**src/rtl/lcd_seg_pkg.sv**
```systemverilog
package lcd_seg_pkg;
  localparam int unsigned DEF_NUM_CHARS = 24;
  localparam int unsigned DEF_TEXT_ROWS = 2;
  localparam int unsigned DEF_CHAR_W    = 5;
  localparam int unsigned DEF_CHAR_H    = 7;
  localparam int unsigned DEF_CODE_W    = 8;
  localparam int unsigned DEF_CG_CODES  = 8;

  typedef enum logic {SEL_TEXT = 1'b0, SEL_GLYPH = 1'b1} host_sel_e;

  // fixed glyph table for codes outside the writable range
  function automatic logic [7:0] rom_row(input logic [7:0] code, input logic [7:0] row);
    return code + 8'(9) * row;
  endfunction
endpackage

```
**src/rtl/lcd_text_store.sv**
```systemverilog
module lcd_text_store #(
  parameter int unsigned DEPTH  = 48,
  parameter int unsigned ADDR_W = 6,
  parameter int unsigned CODE_W = 8
) (
  input  logic              clk_i,
  input  logic              rst_ni,
  input  logic              host_slot_i,
  input  logic              wr_en_i,
  input  logic [ADDR_W-1:0] host_addr_i,
  input  logic [CODE_W-1:0] wdata_i,
  input  logic [ADDR_W-1:0] disp_addr_i,
  output logic [CODE_W-1:0] rd_data_o
);
  localparam int unsigned SLOTS = 1 << ADDR_W;

  logic [CODE_W-1:0] mem_q [SLOTS];
  logic [ADDR_W-1:0] rd_addr;

  assign rd_addr   = host_slot_i ? host_addr_i : disp_addr_i;
  assign rd_data_o = (int'(rd_addr) < DEPTH) ? mem_q[rd_addr] : '0;

  always_ff @(posedge clk_i or negedge rst_ni) begin
    if (!rst_ni) begin
      for (int i = 0; i < SLOTS; i++) mem_q[i] <= '0;
    end else if (wr_en_i && host_slot_i && (int'(host_addr_i) < DEPTH)) begin
      mem_q[host_addr_i] <= wdata_i;
    end
  end

  assert_wr_in_host_slot_R2: assert property (@(posedge clk_i) disable iff (!rst_ni)
    wr_en_i |-> host_slot_i);
endmodule

```
**src/rtl/lcd_glyph_unit.sv**
```systemverilog
module lcd_glyph_unit
  import lcd_seg_pkg::*;
#(
  parameter int unsigned CODE_W   = 8,
  parameter int unsigned CHAR_W   = 5,
  parameter int unsigned ROW_W    = 3,
  parameter int unsigned CG_CODES = 8
) (
  input  logic              clk_i,
  input  logic              rst_ni,
  input  logic              host_slot_i,
  input  logic              wr_en_i,
  input  logic [$clog2(CG_CODES)+ROW_W-1:0] host_addr_i,
  input  logic [CHAR_W-1:0] wdata_i,
  input  logic [CODE_W-1:0] code_i,
  input  logic [ROW_W-1:0]  row_i,
  output logic [CHAR_W-1:0] host_rdata_o,
  output logic [CHAR_W-1:0] glyph_o
);
  localparam int unsigned IDX_W = $clog2(CG_CODES);
  localparam int unsigned CG_AW = IDX_W + ROW_W;
  localparam int unsigned SLOTS = 1 << CG_AW;

  logic [CHAR_W-1:0] cg_q [SLOTS];
  logic [CG_AW-1:0]  rd_addr;
  logic [CHAR_W-1:0] rd_data;
  logic [7:0]        rom_val;

  assign rd_addr      = host_slot_i ? host_addr_i : {code_i[IDX_W-1:0], row_i};
  assign rd_data      = cg_q[rd_addr];
  assign host_rdata_o = rd_data;
  assign rom_val      = rom_row(8'(code_i), 8'(row_i));
  assign glyph_o      = (int'(code_i) < CG_CODES) ? rd_data : rom_val[CHAR_W-1:0];

  always_ff @(posedge clk_i or negedge rst_ni) begin
    if (!rst_ni) begin
      for (int i = 0; i < SLOTS; i++) cg_q[i] <= '0;
    end else if (wr_en_i && host_slot_i) begin
      cg_q[host_addr_i] <= wdata_i;
    end
  end

  assert_cg_wr_in_host_slot_R4: assert property (@(posedge clk_i) disable iff (!rst_ni)
    wr_en_i |-> host_slot_i);
endmodule

```
**src/rtl/lcd_scan_seq.sv**
```systemverilog
module lcd_scan_seq #(
  parameter int unsigned NUM_CHARS = 24,
  parameter int unsigned TEXT_ROWS = 2,
  parameter int unsigned CHAR_W    = 5,
  parameter int unsigned CHAR_H    = 7,
  parameter int unsigned ADDR_W    = 6,
  parameter int unsigned ROW_W     = 3
) (
  input  logic                          clk_i,
  input  logic                          rst_ni,
  input  logic                          disp_slot_i,
  input  logic [CHAR_W-1:0]             glyph_i,
  output logic [ADDR_W-1:0]             disp_addr_o,
  output logic [ROW_W-1:0]              row_o,
  output logic [NUM_CHARS*CHAR_W-1:0]   seg_o,
  output logic [TEXT_ROWS*CHAR_H-1:0]   com_o,
  output logic                          frame_o
);
  localparam int unsigned SEG_N = NUM_CHARS * CHAR_W;
  localparam int unsigned COM_N = TEXT_ROWS * CHAR_H;
  localparam int unsigned DEPTH = NUM_CHARS * TEXT_ROWS;
  localparam int unsigned CH_W  = $clog2(NUM_CHARS);
  localparam int unsigned COL_W = $clog2(CHAR_W);
  localparam int unsigned TR_W  = (TEXT_ROWS > 1) ? $clog2(TEXT_ROWS) : 1;
  localparam int unsigned COM_W = $clog2(COM_N);

  logic [CH_W-1:0]   char_q;
  logic [COL_W-1:0]  col_q;
  logic [TR_W-1:0]   trow_q;
  logic [ROW_W-1:0]  drow_q;
  logic [CHAR_W-1:0] pat_q;
  logic [SEG_N-1:0]  shift_q, seg_q;
  logic [COM_W-1:0]  com_idx_q, com_next;
  logic              com_on_q, latch_q, frame_q;
  logic              first_col, bit_in;

  assign disp_addr_o = ADDR_W'(int'(trow_q) * NUM_CHARS + int'(char_q));
  assign row_o       = drow_q;
  assign com_next    = COM_W'(int'(trow_q) * CHAR_H + int'(drow_q));
  assign first_col   = (col_q == COL_W'(CHAR_W - 1));
  // rightmost column comes straight from the lookup, the rest from the held pattern
  assign bit_in      = first_col ? glyph_i[CHAR_W-1] : pat_q[col_q];

  always_ff @(posedge clk_i or negedge rst_ni) begin
    if (!rst_ni) begin
      char_q    <= CH_W'(NUM_CHARS - 1);
      col_q     <= COL_W'(CHAR_W - 1);
      trow_q    <= '0;
      drow_q    <= '0;
      pat_q     <= '0;
      shift_q   <= '0;
      seg_q     <= '0;
      com_idx_q <= '0;
      com_on_q  <= 1'b0;
      latch_q   <= 1'b0;
      frame_q   <= 1'b0;
    end else if (latch_q) begin
      seg_q     <= shift_q;
      com_idx_q <= com_next;
      com_on_q  <= 1'b1;
      frame_q   <= (com_next == '0);
      latch_q   <= 1'b0;
      if (drow_q == ROW_W'(CHAR_H - 1)) begin
        drow_q <= '0;
        trow_q <= (trow_q == TR_W'(TEXT_ROWS - 1)) ? '0 : trow_q + 1'b1;
      end else begin
        drow_q <= drow_q + 1'b1;
      end
    end else begin
      frame_q <= 1'b0;
      if (disp_slot_i) begin
        shift_q <= {shift_q[SEG_N-2:0], bit_in};
        if (first_col) pat_q <= glyph_i;
        if (col_q == '0) begin
          col_q <= COL_W'(CHAR_W - 1);
          if (char_q == '0) begin
            char_q  <= CH_W'(NUM_CHARS - 1);
            latch_q <= 1'b1;
          end else begin
            char_q <= char_q - 1'b1;
          end
        end else begin
          col_q <= col_q - 1'b1;
        end
      end
    end
  end

  for (genvar k = 0; k < COM_N; k++) begin : g_com
    assign com_o[k] = com_on_q && (com_idx_q == COM_W'(k));
  end

  assign seg_o   = seg_q;
  assign frame_o = frame_q;

  logic [COM_N-1:0] com_rot;
  assign com_rot = {com_o[COM_N-2:0], com_o[COM_N-1]};

  assert_com_onehot_R8: assert property (@(posedge clk_i) disable iff (!rst_ni)
    $onehot0(com_o));
  assert_com_step_R8: assert property (@(posedge clk_i) disable iff (!rst_ni)
    ($past(com_on_q) && (com_o != $past(com_o))) |-> (com_o == $past(com_rot)));
  assert_frame_on_com0_R9: assert property (@(posedge clk_i) disable iff (!rst_ni)
    frame_o |-> com_o[0]);
  assert_no_flicker_R10: assert property (@(posedge clk_i) disable iff (!rst_ni)
    !$stable(seg_o) |-> !$stable(com_o));
  assert_fetch_in_range_R6: assert property (@(posedge clk_i) disable iff (!rst_ni)
    int'(disp_addr_o) < DEPTH);
endmodule

```
**src/rtl/lcd_seg_serializer.sv**
```systemverilog
module lcd_seg_serializer
  import lcd_seg_pkg::*;
#(
  parameter int unsigned NUM_CHARS = DEF_NUM_CHARS,
  parameter int unsigned TEXT_ROWS = DEF_TEXT_ROWS,
  parameter int unsigned CHAR_W    = DEF_CHAR_W,
  parameter int unsigned CHAR_H    = DEF_CHAR_H,
  parameter int unsigned CODE_W    = DEF_CODE_W,
  parameter int unsigned CG_CODES  = DEF_CG_CODES,
  localparam int unsigned SEG_N    = NUM_CHARS * CHAR_W,
  localparam int unsigned COM_N    = TEXT_ROWS * CHAR_H,
  localparam int unsigned DEPTH    = NUM_CHARS * TEXT_ROWS,
  localparam int unsigned ADDR_W   = $clog2(DEPTH),
  localparam int unsigned ROW_W    = $clog2(CHAR_H),
  localparam int unsigned CG_AW    = $clog2(CG_CODES) + ROW_W,
  localparam int unsigned HA_W     = (ADDR_W > CG_AW) ? ADDR_W : CG_AW
) (
  input  logic              clk_i,
  input  logic              rst_ni,
  input  logic              host_req_i,
  input  logic              host_we_i,
  input  logic              host_sel_i,
  input  logic [HA_W-1:0]   host_addr_i,
  input  logic [CODE_W-1:0] host_wdata_i,
  output logic              host_ack_o,
  output logic [CODE_W-1:0] host_rdata_o,
  output logic [SEG_N-1:0]  seg_o,
  output logic [COM_N-1:0]  com_o,
  output logic              frame_o
);
  logic              slot_q;
  logic              text_we, glyph_we;
  logic [ADDR_W-1:0] disp_addr;
  logic [ROW_W-1:0]  disp_row;
  logic [CODE_W-1:0] text_rd;
  logic [CHAR_W-1:0] glyph, cg_host_rd;

  // even cycles: refresh fetch, odd cycles: host
  always_ff @(posedge clk_i or negedge rst_ni) begin
    if (!rst_ni) slot_q <= 1'b0;
    else         slot_q <= ~slot_q;
  end

  assign host_ack_o   = host_req_i & slot_q;
  assign text_we      = host_ack_o & host_we_i & (host_sel_i == SEL_TEXT);
  assign glyph_we     = host_ack_o & host_we_i & (host_sel_i == SEL_GLYPH);
  assign host_rdata_o = (host_sel_i == SEL_GLYPH) ? CODE_W'(cg_host_rd) : text_rd;

  lcd_text_store #(.DEPTH(DEPTH), .ADDR_W(ADDR_W), .CODE_W(CODE_W)) u_text (
    .clk_i       (clk_i),
    .rst_ni      (rst_ni),
    .host_slot_i (slot_q),
    .wr_en_i     (text_we),
    .host_addr_i (host_addr_i[ADDR_W-1:0]),
    .wdata_i     (host_wdata_i),
    .disp_addr_i (disp_addr),
    .rd_data_o   (text_rd)
  );

  lcd_glyph_unit #(.CODE_W(CODE_W), .CHAR_W(CHAR_W), .ROW_W(ROW_W), .CG_CODES(CG_CODES)) u_glyph (
    .clk_i        (clk_i),
    .rst_ni       (rst_ni),
    .host_slot_i  (slot_q),
    .wr_en_i      (glyph_we),
    .host_addr_i  (host_addr_i[CG_AW-1:0]),
    .wdata_i      (host_wdata_i[CHAR_W-1:0]),
    .code_i       (text_rd),
    .row_i        (disp_row),
    .host_rdata_o (cg_host_rd),
    .glyph_o      (glyph)
  );

  lcd_scan_seq #(
    .NUM_CHARS(NUM_CHARS), .TEXT_ROWS(TEXT_ROWS), .CHAR_W(CHAR_W),
    .CHAR_H(CHAR_H), .ADDR_W(ADDR_W), .ROW_W(ROW_W)
  ) u_seq (
    .clk_i       (clk_i),
    .rst_ni      (rst_ni),
    .disp_slot_i (~slot_q),
    .glyph_i     (glyph),
    .disp_addr_o (disp_addr),
    .row_o       (disp_row),
    .seg_o       (seg_o),
    .com_o       (com_o),
    .frame_o     (frame_o)
  );

  assert_host_wait_R2: assert property (@(posedge clk_i) disable iff (!rst_ni)
    (host_req_i && !host_ack_o) |=> (!host_req_i || host_ack_o));
  assert_ack_alternates_R2: assert property (@(posedge clk_i) disable iff (!rst_ni)
    host_ack_o |=> !host_ack_o);
endmodule

```
**config.mk**
```make
export PLATFORM = sky130hd
export DESIGN_NAME = lcd_seg_serializer
export DESIGN_NICKNAME = d
export VERILOG_FILES = /design/src/rtl/lcd_seg_pkg.sv /design/src/rtl/lcd_text_store.sv /design/src/rtl/lcd_glyph_unit.sv /design/src/rtl/lcd_scan_seq.sv /design/src/rtl/lcd_seg_serializer.sv
export SDC_FILE = /design/constraint.sdc
export NUM_CORES = 2
export LEC_CHECK = 0
export BUFFER_PORTS_ARGS = -buffer_cell sky130_fd_sc_hd__buf_2
export CORE_MARGIN = 2
export CORE_UTILIZATION = 25
export CTS_BUF_LIST = sky130_fd_sc_hd__clkbuf_4
export DETAILED_ROUTE_END_ITERATION = 7
export GPL_ROUTABILITY_DRIVEN = 0
export PLACE_DENSITY_LB_ADDON = 0.25
export SKIP_LAST_GASP = 1
export SLEW_MARGIN = 5
export SYNTH_ARGS = -nofsm -noshare
export SYNTH_HDL_FRONTEND = slang
export SYNTH_SLANG_ARGS = --single-unit
```
**constraint.sdc**
```tcl
create_clock -name clk_i -period 5.1 [get_ports clk_i]
set_input_delay 1.02 -clock clk_i [delete_from_list [all_inputs] [get_ports clk_i]]
set_output_delay 1.02 -clock clk_i [all_outputs]
set_load 0.02 [all_outputs]
```
[After elaboration in Yosys (flattened, before gate mapping)]
Index checks and enable logic that the tools add are counted.
Storage, ports and cells
  register bits after elaboration: 1097
  logic and storage cells: 238
Operators by class
  add/sub/neg operators: 7
  multiply operators: 3
  magnitude comparators: 8
  equality and inequality tests: 15
  mux-type cells: 29
  bitwise operators: 10
  reductions and logical operators: 26
Operators with widths (number)
  bitwise mux 512 bit: 1
  bitwise mux 320 bit: 1
  binary-select mux 8 bit (select 6 bit): 1
  demux 8 bit (select 6 bit): 1
  two-way mux 8 bit: 5
  binary-select mux 5 bit (select 6 bit): 1
  demux 5 bit (select 6 bit): 1
  two-way mux 5 bit: 5
  == test 4 bit (second input constant): 6
  >= comparator 7 bit (second input constant): 3
  NOT 6 -> 7 bit: 3
  logical AND 1 bit: 18
  == test 4 x 3 -> 1 bit (second input constant): 4
  less-than comparator 6 bit (second input constant): 2
  two-way mux 6 bit: 2
  == test 4 x 2 -> 1 bit (second input constant): 2
  zero test 4 bit: 2
  less-than comparator 8 x 4 -> 1 bit (second input constant): 1
  two-way mux 1 bit: 8
  less-than comparator 7 x 1 -> 1 bit (second input constant): 1
  adder 6 x 5 -> 6 bit: 1
  == test 3 bit (second input constant): 2
  two-way mux 3 bit: 2
  AND reduction 3 bit: 2
  17 further kinds: 23

[Longest topological paths before layout]
  depth in word-level cells: 15
  depth in mapped cells: 23
  depth with buffers taken out: 16

[Modules after synthesis]
Synthesis repeated with hierarchy kept, for this count alone.
Second synthesis, totals
  cells, all modules: 3797
  area, all modules: 45731.4 um^2
By module, submodules not included
  lcd_text_store: instances 1, cells each 1619, area an instance 19931.6 um^2, seq. area each 9609.2 um^2
  lcd_glyph_unit: instances 1, cells each 1275, area an instance 15443.6 um^2, seq. area each 8007.7 um^2
  lcd_scan_seq: instances 1, cells each 889, area an instance 10187.3 um^2, seq. area each 6587.6 um^2
  lcd_seg_serializer: instances 1, cells each 14, area an instance 168.9 um^2, seq. area each 25.0 um^2

[Worst setup path after synthesis]
OpenSTA, ideal clock, no wires.
  path kind: input-to-output
  start: in host_addr_i[0]
  end: out host_rdata_o[1]
  arrival: 4.226 ns
  required time: 4.080 ns
  path slack: -0.146 ns
  stages: 14
  path through: buf_4 mux2i_4 buf_6 buf_4 mux4_2 a22o_1 o32a_1 a221oi_2 buf_4 buf_6 a21boi_0 o211ai_1 and4bb_1 mux2i_1
On the way
  cells in the longest elaborated chain, start to end: 12
  elaborated cells on any way between the ends: 13
Ends and longest elaborated chain
  from (decl): RTL line lcd_seg_serializer.sv:23  | input logic [HA_W-1:0] host_addr_i,
  two-way mux 6 bit: RTL line lcd_text_store.sv:20  | assign rd_addr = host_slot_i ? host_addr_i : disp_addr_i;
  NOT 6 -> 7 bit (not written as such): RTL line lcd_text_store.sv:21  | assign rd_data_o = (int'(rd_addr) < DEPTH) ? mem_q[rd_addr] : '0;
  binary-select mux 8 bit (select 6 bit): RTL line lcd_text_store.sv:21
  two-way mux 8 bit (not written as such) (2 in series): RTL line lcd_text_store.sv:21
  two-way mux 8 bit: RTL line lcd_text_store.sv:21
  two-way mux 6 bit: RTL line lcd_glyph_unit.sv:29  | assign rd_addr = host_slot_i ? host_addr_i : {code_i[IDX_W-1:0], row_i};
  NOT 6 -> 7 bit (not written as such): RTL line lcd_glyph_unit.sv:30  | assign rd_data = cg_q[rd_addr];
  binary-select mux 5 bit (select 6 bit): RTL line lcd_glyph_unit.sv:30
  two-way mux 5 bit (not written as such) (2 in series): RTL line lcd_glyph_unit.sv:30
  two-way mux 8 bit (*): RTL line lcd_seg_serializer.sv:47  | assign host_rdata_o = (host_sel_i == SEL_GLYPH) ? CODE_W'(cg_host_rd) : text_rd;
  to (decl): RTL line lcd_seg_serializer.sv:26  | output logic [CODE_W-1:0] host_rdata_o,
Every way passes the cells marked *; elsewhere a longest branch is shown, timed or not. The select of a mux whose other input is x is not followed.

[Final worst setup path]
  start: reg slot_q
  end: out host_rdata_o[3]
On the way
  cells in the longest elaborated chain, start to end: 12
  elaborated cells on any way between the ends: 13
Ends and longest elaborated chain
  from (decl): RTL line lcd_seg_serializer.sv:31  | logic slot_q;
  from (signal assigned): RTL line lcd_seg_serializer.sv:41  | else slot_q <= ~slot_q;
  two-way mux 6 bit: RTL line lcd_text_store.sv:20
  NOT 6 -> 7 bit (not written as such): RTL line lcd_text_store.sv:21
  binary-select mux 8 bit (select 6 bit): RTL line lcd_text_store.sv:21
  two-way mux 8 bit (not written as such) (2 in series): RTL line lcd_text_store.sv:21
  two-way mux 8 bit: RTL line lcd_text_store.sv:21
  two-way mux 6 bit: RTL line lcd_glyph_unit.sv:29
  NOT 6 -> 7 bit (not written as such): RTL line lcd_glyph_unit.sv:30
  binary-select mux 5 bit (select 6 bit): RTL line lcd_glyph_unit.sv:30
  two-way mux 5 bit (not written as such) (2 in series): RTL line lcd_glyph_unit.sv:30
  two-way mux 8 bit (*): RTL line lcd_seg_serializer.sv:47
Marks and branches as above.

==> results.ini <==
[status]
status=finished with violations
violations=setup timing

[worst_setup_path]
required_ns=4.08
timing.rr.end=u_seq.shift_q[0]
worstPathMaxFanout=23
r2r_slack_ns=0.57
reg2reg_depth=19
worstSetupStartpointType=flip-flop
end_kind=output pin
r2r_start=slot_q
path_class=flip-flop to output pin
arrival_ns=4.90

[clock_tree]
path_clk_slew_ns=0.07
cts_buffer_depth=4
cts_inserted_buffers=293
tritoncts=yes
cts_root_buf=clkbuf_4
h-tree-depth=5
cts.sinks=968
clk-insertion-delay-late_ns=1.17

[synth]
synth_top_area_frac=0.529
avgSynthCellArea_um2=13.2
async_flop_share=1.00
ys_seq_area_frac=0.532
yosysWarnings=0
yosys.area.top_type=dfrtp_1
synth_area_mm2=0.0455
synth.area.top_cells=dfrtp_1 (53%), mux2_2 (23%), mux4_2 (4.7%)
synthesis.instances=3452
synth_fp_nets=3484
synth_seq_cells=968
synth_edf_count=0
yosys.cell_types.count=85
synth-main-ff-cell=dfrtp_1

[floorplanning]
die_h_um=431
ios=163
start_util=0.252
die_w_um=431
dieArea_mm2=0.186
rows=156
fp.coreArea_mm2=0.181

[placement]
hpwlAfterDp_um=91100
port_buffers=162
dpl_cell_area_mm2=0.0505
place_inst=5971

[global_routing]
grt_pass1_wl_um=213000
antenna_found_initial=4
grt_start_max_net_pins=155
first_global_vias=32800
grtUsageTotal=0.150
grt-ovfl-total=0

[sta]
relSlewSlack=0.250
rsz0062_at_grt=true
min_period_ns=5.92
worst_slack_ns=-0.821
whs_ns=0.368
tightest_slew_ns=1.13
slew_violations=0
fin_crit_sh=1.16
setup_tns_ns=-4.36
final-hold-violation-count=0
skew_ns=0.0975
setup_violations=8
fmax_mhz=169

[detailed_routing]
first_pass_iters=5
drtIter0Drc=2080
wl_per_cell_um=21.7
drc=0
routed_via_density=4.86
finalWirelength_um=140000
vias=31500
ant_nets=0

[finish]
fin_nets=3956
regArea_mm2=0.0242
fillers=18400
stdcell_count=6473
multi_input_area_mm2=0.0206
syn2layout_area_growth_pct=20.9
fin_area_mm2=0.0550
final_layout_size_suffix_gt1_frac=0.500

[power_and_ir_drop]
clock_power_share=0.447
peakVddDrop_v=0.000194
seqPwrFrac=0.480
powerDensity_mw_per_mm2=298
switchingPower_uw=4140
cellInternalPower_uw=12300
switching_share=0.253
pwr-share-comb=0.073
power.leakage_uw=0.0258

[job]
maxCapViolCount=0

[hold_path]
hp-class=input port to asynchronous set/reset pin

-- registers in the layout, indices dropped and copies added (netlist names) --
name / count
u_text.mem_q: 384
u_glyph.cg_q: 320
u_seq.seg_o: 120
u_seq.shift_q: 120
u_seq.char_q: 5
u_seq.com_idx_q: 4
u_seq.pat_q: 4
u_seq.col_q: 3
u_seq.row_o: 3
slot_q: 1
u_seq.com_on_q: 1
u_seq.frame_o: 1
u_seq.latch_q: 1
u_seq.trow_q: 1
-- cells in the mapped netlist (all sizes together), types with 15 or more instances --
| cell | count |
|---|---|
| nor3 | 25 |
| o211ai | 105 |
| a41oi | 15 |
| a311oi | 17 |
| o22ai | 20 |
| inv | 36 |
| dfrtp | 963 |
| nor2b | 25 |
| nand2b | 43 |
| nor2 | 121 |
| mux4 | 98 |
| buf | 96 |
| nand2 | 241 |
| o21bai | 15 |
| a21oi | 62 |
| a211oi | 98 |
| o21ai | 81 |
| and2 | 22 |
| a22oi | 21 |
| mux2i | 26 |
| a21boi | 21 |
| clkbuf | 160 |
| mux2 | 936 |
-- area by class of cell --
type | instances | share of cell area
Clock inverter | 49 | 0.00582
Multi-Input combinational cell | 2192 | 0.374
Sequential cell | 968 | 0.440
Tap cell | 2370 | 0.0539
Antenna cell | 3 | 0.000136
Clock buffer | 422 | 0.0576
Timing Repair Buffer | 433 | 0.0660
Inverter | 36 | 0.00273
-- cell families after synthesis --
| kind of cell | after synthesis | share of synthesized area |
|---|---|---|
| muxes | 1060 | 0.287 |
| DFF | 968 | 0.532 |
| AOI/OAI and AO/OA | 572 | 0.0907 |
| and+or+nand+nor | 534 | 0.0553 |
| buffers and inverters | 292 | 0.0285 |
| xor gates and xnor gates | 13 | 0.00250 |
| adders and majority gates | 13 | 0.00407 |
-- routing by layer --
| metal | up-vias | wire, um | global-route usage | share of wire |
|---|---|---|---|---|
| li1 | 13900 | - | - | - |
| met3 | 231 | 6820 | 0.0290 | 0.049 |
| met2 | 907 | 65600 | 0.236 | 0.47 |
| met5 | - | 13 | 0 | 0.000093 |
| met1 | 16400 | 63700 | 0.201 | 0.45 |
| met4 | 2 | 4150 | 0.0610 | 0.030 |
-- how the worst max path moves through the flow --
stage	to	slack, ns	from	depth (start not counted)
6_report	host_rdata_o[3]	-0.82	slot_q	13
3_3_place_gp	host_rdata_o[0]	-0.44	host_addr_i[0]	14
4_1_cts	host_rdata_o[1]	-1.14	slot_q	15
3_5_place_dp	host_rdata_o[1]	-0.49	host_addr_i[0]	16
2_1_floorplan	host_rdata_o[1]	-0.03	host_addr_i[0]	14
5_1_grt	host_rdata_o[3]	-1.06	slot_q	13
-- power by group through the flow --
stage / Sequential (uW) / Clock, uW / Combinational (uW)
after floorplan: 7990 / 0 / 565
after global placement: 8010 / 0 / 1140
after detailed placement: 8010 / 0 / 1150
after global routing: 7880 / 8110 / 1300
after CTS: 7870 / 7670 / 1190
final: 7870 / 7330 / 1200
-- metrics by stage --
| stage | utilization | power (uW) | worst slack, ns |
|---|---|---|---|
| after floorplan | - | 8550 | -0.0280 |
| after global placement | 0.279 | 9150 | -0.436 |
| after detailed placement | 0.279 | 9160 | -0.492 |
| after CTS | 0.301 | 16700 | -1.14 |
| after global routing | 0.305 | 17300 | -1.06 |
| final | 0.305 | 16400 | -0.821 |
-- critical path, stage by stage, from the launching register on --
cell      delay [ns]
dfrtp_4         0.57
buf_12          0.20
nor2b_1         0.16
buf_4           0.13
a22o_1          0.32
a31o_2          0.25
or4bb_1         0.62
a21oi_2         0.24
o21ai_4         0.11
buf_12          0.16
nor4_2          0.26
and4bb_1        0.28
a21oi_2         0.22
buf_4           0.18
-- cell usage in the layout, fill, tap and decap left out, types with 42 or more instances in the layout --
cell / count
a211oi_1: 84
nand2b_1: 42
nand2_1: 235
a21oi_1: 52
o21ai_0: 75
buf_2: 149
mux2_2: 935
buf_4: 211
nor2_1: 94
dfrtp_1: 961
o211ai_1: 100
clkbuf_4: 422
mux4_2: 96
-- timing repair --
item,4_1_cts,5_1_grt
hold buffers,1,0
gates cloned,2,5
endpoints found under the setup margin,8,8
endpoints found under the hold margin,47,0
setup buffers,16,10
gates resized for setup,67,95
pin swaps,21,32
(Power assumes the default switching activity.)
